`src/rtl/clk_sw_pkg.sv`:
```
package clk_sw_pkg;
  localparam int NUM_SRC = 6;
  localparam int SRC_W   = 3;

  typedef enum logic [SRC_W-1:0] {
    SRC_FRC     = 3'd0,
    SRC_FRC_PLL = 3'd1,
    SRC_PRI     = 3'd2,
    SRC_PRI_PLL = 3'd3,
    SRC_SEC     = 3'd4,
    SRC_LPRC    = 3'd5
  } src_e;

  function automatic src_e norm_src(input logic [SRC_W-1:0] code);
    return (code >= SRC_W'(NUM_SRC)) ? SRC_FRC : src_e'(code);
  endfunction

  function automatic logic uses_pll(input src_e s);
    return (s == SRC_FRC_PLL) || (s == SRC_PRI_PLL);
  endfunction
endpackage

```
`src/rtl/clk_src_sel.sv`:
```
module clk_src_sel
  import clk_sw_pkg::*;
(
  input  logic               clk_i,
  input  logic               rst_ni,
  input  logic [SRC_W-1:0]   req_i,
  output logic [NUM_SRC-1:0] sel_o,
  output logic               pll_nxt_o,
  output logic               switch_o
);
  src_e               nxt, cur_q;
  logic [NUM_SRC-1:0] sel_d;

  assign nxt       = norm_src(req_i);
  assign pll_nxt_o = uses_pll(nxt);
  assign switch_o  = (nxt != cur_q);

  for (genvar i = 0; i < NUM_SRC; i++) begin : g_dec
    assign sel_d[i] = (nxt == src_e'(i));
  end

  always_ff @(posedge clk_i or negedge rst_ni) begin
    if (!rst_ni) begin
      cur_q <= SRC_FRC;
      sel_o <= NUM_SRC'(1);
    end else begin
      cur_q <= nxt;
      sel_o <= sel_d;
    end
  end


  sel_follows_req_chk: assert property (@(posedge clk_i) disable iff (!rst_ni)
    switch_o |=> !$stable(sel_o));

  sel_onehot_chk: assert property (@(posedge clk_i) disable iff (!rst_ni)
    $countones(sel_o) == 1);
endmodule

```
`src/rtl/clk_lock_timer.sv`:
```
module clk_lock_timer #(
  parameter int LOCK_CYC = 1024
) (
  input  logic clk_i,
  input  logic rst_ni,
  input  logic pll_nxt_i,
  input  logic switch_i,
  output logic lock_o
);
  localparam int CW = $clog2(LOCK_CYC + 1);
  localparam logic [CW-1:0] LAST = CW'(LOCK_CYC - 1);

  logic [CW-1:0] cnt_q;

  always_ff @(posedge clk_i or negedge rst_ni) begin
    if (!rst_ni) begin
      cnt_q  <= '0;
      lock_o <= 1'b0;
    end else if (!pll_nxt_i || switch_i) begin
      cnt_q  <= '0;
      lock_o <= 1'b0;
    end else if (!lock_o) begin
      if (cnt_q == LAST) lock_o <= 1'b1;
      else               cnt_q  <= cnt_q + 1'b1;
    end
  end


  cnt_range_chk: assert property (@(posedge clk_i) disable iff (!rst_ni)
    cnt_q < CW'(LOCK_CYC));

  lock_sticky_chk: assert property (@(posedge clk_i) disable iff (!rst_ni)
    (lock_o && pll_nxt_i && !switch_i) |=> lock_o);

  lock_restart_chk: assert property (@(posedge clk_i) disable iff (!rst_ni)
    switch_i |=> !lock_o);

  lock_nonpll_chk: assert property (@(posedge clk_i) disable iff (!rst_ni)
    !pll_nxt_i |=> !lock_o);
endmodule

```
`src/rtl/clk_post_div.sv`:
```
module clk_post_div #(
  parameter int DIV_W = 2
) (
  input  logic             clk_i,
  input  logic             rst_ni,
  input  logic [DIV_W-1:0] code_i,
  input  logic             ok_i,
  output logic             en_o
);
  localparam int CNT_W = (1 << DIV_W) - 1;

  logic [DIV_W-1:0] code_q;
  logic [CNT_W-1:0] cnt_q, last;

  assign last = CNT_W'((1 << code_i) - 1);

  always_ff @(posedge clk_i or negedge rst_ni) begin
    if (!rst_ni) begin
      code_q <= '0;
      cnt_q  <= '0;
      en_o   <= 1'b0;
    end else begin
      code_q <= code_i;
      if (code_i != code_q) begin
        cnt_q <= '0;
        en_o  <= 1'b0;
      end else if (cnt_q == last) begin
        cnt_q <= '0;
        en_o  <= ok_i;
      end else begin
        cnt_q <= cnt_q + 1'b1;
        en_o  <= 1'b0;
      end
    end
  end


  en_gated_chk: assert property (@(posedge clk_i) disable iff (!rst_ni)
    !ok_i |=> !en_o);

  en_code_change_chk: assert property (@(posedge clk_i) disable iff (!rst_ni)
    (code_i != code_q) |=> !en_o);

  cnt_bound_chk: assert property (@(posedge clk_i) disable iff (!rst_ni)
    cnt_q <= CNT_W'((1 << code_q) - 1) || (code_i != code_q));
endmodule

```
`src/rtl/clk_switch_ctrl.sv`:
```
module clk_switch_ctrl
  import clk_sw_pkg::*;
#(
  parameter int LOCK_CYC = 1024,
  parameter int DIV_W    = 2,
  parameter int NUM_TMR  = 3
) (
  input  logic               clk_i,
  input  logic               rst_ni,
  input  logic [SRC_W-1:0]   cfg_src_i,
  input  logic [SRC_W-1:0]   new_src_i,
  input  logic [DIV_W-1:0]   div_sel_i,
  input  logic [NUM_TMR-1:0] tmr_sosc_req_i,
  output logic [NUM_SRC-1:0] src_sel_o,
  output logic               clk_en_o,
  output logic               lock_o,
  output logic               sosc_en_o
);
  logic pll_nxt, sw, div_ok;

  clk_src_sel u_sel (
    .clk_i     (clk_i),
    .rst_ni    (rst_ni),
    .req_i     (new_src_i),
    .sel_o     (src_sel_o),
    .pll_nxt_o (pll_nxt),
    .switch_o  (sw)
  );

  clk_lock_timer #(.LOCK_CYC(LOCK_CYC)) u_lock (
    .clk_i     (clk_i),
    .rst_ni    (rst_ni),
    .pll_nxt_i (pll_nxt),
    .switch_i  (sw),
    .lock_o    (lock_o)
  );

  // pulse only when the source active after this edge is runnable
  assign div_ok = !pll_nxt || (lock_o && !sw);

  clk_post_div #(.DIV_W(DIV_W)) u_div (
    .clk_i  (clk_i),
    .rst_ni (rst_ni),
    .code_i (div_sel_i),
    .ok_i   (div_ok),
    .en_o   (clk_en_o)
  );

  always_ff @(posedge clk_i or negedge rst_ni) begin
    if (!rst_ni) sosc_en_o <= 1'b0;
    else sosc_en_o <= (norm_src(cfg_src_i) == SRC_SEC) ||
                      (norm_src(new_src_i) == SRC_SEC) || (|tmr_sosc_req_i);
  end


  sosc_tmr_chk: assert property (@(posedge clk_i) disable iff (!rst_ni)
    (|tmr_sosc_req_i) |=> sosc_en_o);

  en_unlocked_chk: assert property (@(posedge clk_i) disable iff (!rst_ni)
    (clk_en_o && (src_sel_o[SRC_FRC_PLL] || src_sel_o[SRC_PRI_PLL])) |-> lock_o);
endmodule

```
`config.mk`:
```
export PLATFORM = sky130hd
export DESIGN_NAME = clk_switch_ctrl
export DESIGN_NICKNAME = d
export VERILOG_FILES = /design/src/rtl/clk_sw_pkg.sv /design/src/rtl/clk_src_sel.sv /design/src/rtl/clk_lock_timer.sv /design/src/rtl/clk_post_div.sv /design/src/rtl/clk_switch_ctrl.sv
export SDC_FILE = /design/constraint.sdc
export NUM_CORES = 1
export LEC_CHECK = 0
export BUFFER_PORTS_ARGS = -buffer_cell sky130_fd_sc_hd__buf_4
export CAP_MARGIN = 10
export CORE_MARGIN = 10
export CORE_UTILIZATION = 54
export CTS_CLUSTER_DIAMETER = 150
export DETAILED_ROUTE_END_ITERATION = 8
export PLACE_DENSITY_LB_ADDON = 0.25
export SLEW_MARGIN = 20
export SYNTH_ARGS = -nofsm -noshare
export SYNTH_HDL_FRONTEND = slang
export SYNTH_HIERARCHICAL = 1
export SYNTH_SLANG_ARGS = --single-unit
```
`constraint.sdc`:
```
create_clock -name clk_i -period 2.3 [get_ports clk_i]
set_clock_uncertainty 0.05 [all_clocks]
set_input_delay 0.345 -clock clk_i [delete_from_list [all_inputs] [get_ports clk_i]]
set_output_delay 0.345 -clock clk_i [all_outputs]
set_load 0.1 [all_outputs]
```
==> results_dict.tcl <==
set metrics [dict create \
    powerDensity_nw_per_um2 554 \
    layoutNonFillerInstCount 175 \
    finalSetupViolations 0 \
    syn2layout_area_growth_pct 16.5 \
    place_ws_ns 0.416 \
    worst_slew_pin_slew_ns 0.446 \
    start_util_pct 57.9 \
    grt.total_usage_pct 11.6 \
    drt_iter0_drc 43 \
    htreeDepth 1 \
    grt_max_degree 29 \
    port_buffers 21 \
    power_leakage_nw 0.672 \
    grt_pass1_vias 1051 \
    hp-start "div_sel_i[0]" \
    antennaDiodeCount 0 \
    antenna_found_initial 0 \
    cts_resized 0 \
    clock_sinks 28 \
    min_to "u_div/code_q[0]" \
    synth_cell_types 43 \
    power_mw 0.852 \
    avgSynthCellArea_um2 10.7 \
    cts.clk_slew.worst_paths_ns 0.14 \
    reg2regPathDepth 6 \
    core_um2 2280 \
    hold_path_depth 1 \
    synth_top_family_by_area "simple AND/OR/NAND/NOR gates" \
    synth_ff_type "dfrtp_1" \
    routed_wl_um 2680 \
    avgViaCountPerCell 5.78 \
    synthSimpleGateAreaFrac_pct 23.7 \
    nets 163 \
    end_kind "flop" \
    dp_hpwl_um 2090 \
    die_area_um2 4820 \
    firstDrtPassIters 6 \
    nFillCells 177 \
    yosys.area_share.xor_xnor_pct 4.65 \
    netlist_area_um2 1320 \
    tns_ns 0 \
    timing.slew.headroom_pct 70.2 \
    max_freq_mhz 572 \
    hold_path.class "input pin to flop" \
    rsz0062_at_grt "no" \
    status "completed" \
    fin_crit_sh_pct 76.0 \
    ctsHoldBuffers 1 \
    grt-ovfl-total 0 \
    drtAntennaViolNets 0 \
    criticalPathCategory "flop to flop" \
    synth_warnings 6 \
    slew_viol_final 0 \
    cp_slowest_cell "dfrtp_1" \
    num_rows 17 \
    cts-root-buf "clkbuf_4" \
    yosysSeqAreaShare_pct 53.2 \
    clock_latency_ns 0.32 \
    grt_pass1_wl_um 4770 \
    crit_start "u_sel/cur_q[1]" \
    hold_viol 0 \
    setup_ws_ns 0.553 \
    postCtsSetupRepairBufs 0 \
    synth_mux_area_share_pct 0.759 \
    cts_tree "yes" \
    min_period_ns 1.75 \
    final_cell_mix "dfrtp_1 (27), buf_4 (21), nor2_1 (12)" \
    reg2reg_from "u_sel/cur_q[1]" \
    synthArstFlopShare_pct 100 \
    drive_gt1_share_pct 22.4 \
    dr_total_vias 1012 \
    synthAdderAreaFrac_pct 1.90 \
    synth_compound_area_share_pct 13.5 \
    dpl.cell_count 170 \
    place_congestion 0.845 \
    mostFrequentLayoutCell "dfrtp_1" \
    slowest_delay_ns 0.43 \
    synth-edff-count 0 \
    wl_per_cell_um 15.3 \
    vdd_drop_max_uv 477 \
    start_kind "flop" \
    synth_nets 138 \
    arrival_ns 1.92 \
    ios 22 \
    crit_required_ns 2.47 \
    reg2reg_slack_ns 0.55 \
    cts_made_buffers 3 \
    path_max_fanout 8 \
    path_cells "xnor2_1 > a32o_2 > a21oi_2 > nand2b_1 > nor2_1 > a41o_1" \
    synth_seq_cells 28 \
    r2r_end "u_lock/cnt_q[6]" \
    die_w_um 69.4 \
    drc 0 \
    cap_violations 0 \
    die_h_um 69.4 \
    holdWs_ns 0.116 \
    clock_path_buffers 2 \
    synthCells 123 \
]
## kinds of logic (layout without fill, tap and decap cells)
group,after synthesis,after routing
AO/OA/AOI/OAI,22,22
XOR/XNOR,7,7
adder cells (fa/ha/maj),2,2
buffers and inverters,7,31
flip-flops,28,28
multiplexers,1,1
AND/OR/NAND/NOR,56,56
## report_power, final
group          total [mW]  internal (mW)  switching, mW
registers           0.516          0.507        0.00869
logic               0.134         0.0454         0.0886
clock network       0.202         0.0679          0.134
total               0.852          0.620          0.231
## through the flow
stage | instance area, µm² | util (%)
3_5_place_dp | 1500 | 65.9
5_1_grt | 1540 | 67.5
4_1_cts | 1540 | 67.5
3_3_place_gp | 1500 | 65.9
6_report | 1540 | 67.5
2_1_floorplan | 1320 | -
## synthesized netlist by cell type, types with 2 or more instances
cell / n / area, µm²
nor3_1: 5 / 25.0
or3_1: 3 / 18.8
a211oi_1: 2 / 15.0
a31oi_1: 4 / 25.0
nor2_1: 12 / 45.0
nor4_1: 3 / 18.8
inv_1: 5 / 18.8
nor2b_1: 5 / 31.3
o21ai_0: 3 / 15.0
dfrtp_1: 27 / 676
a21oi_2: 2 / 17.5
nand2_1: 9 / 33.8
xnor2_1: 7 / 61.3
ha_1: 2 / 25.0
nand3_1: 4 / 20.0
and2_1: 3 / 18.8
## state kept, by name, summed over array words and instances, names as in the netlist
register / count
u_div/code_q: 2
u_lock/lock_o: 1
u_div/cnt_q: 3
u_sel/cur_q: 3
u_sel/sel_o: 6
u_lock/cnt_q: 11
sosc_en_o: 1
u_div/en_o: 1
## routing by layer
| layer | GRT usage, % | share of wire, % | up-vias |
|---|---|---|---|
| met4 | 2.66 | 0.78 | 0 |
| li1 | - | - | 493 |
| met3 | 2.71 | 3.9 | 4 |
| met5 | 0 | 0 | - |
| met2 | 20.9 | 52 | 20 |
| met1 | 13.3 | 43 | 495 |
## how the worst max path moves through the flow
stage                     slack, ns               to
after global placement         0.48  u_lock/cnt_q[6]
after floorplan                0.46  u_lock/cnt_q[7]
after detailed placement       0.42  u_lock/cnt_q[6]
after CTS                      0.56  u_lock/cnt_q[6]
after global routing           0.41  u_lock/cnt_q[6]
final                          0.55  u_lock/cnt_q[6]
## final cells by class
cell class	instances	area, µm²	area share [%]
clock buffer	4	26.3	1.71
inverter	5	18.8	1.22
multi-input combinational	88	587	38.2
sequential	28	702	45.7
tap	28	35.0	2.28
timing repair buffer	22	168	10.9
## worst max-delay path, delay by kind of cell (launching register included)
family	cells	cell delay (ns)
AO/OA/AOI/OAI	3	0.64
flip-flops	1	0.43
AND/OR/NAND/NOR	2	0.40
XOR/XNOR	1	0.13
Power figures use the tool's default switching activity.
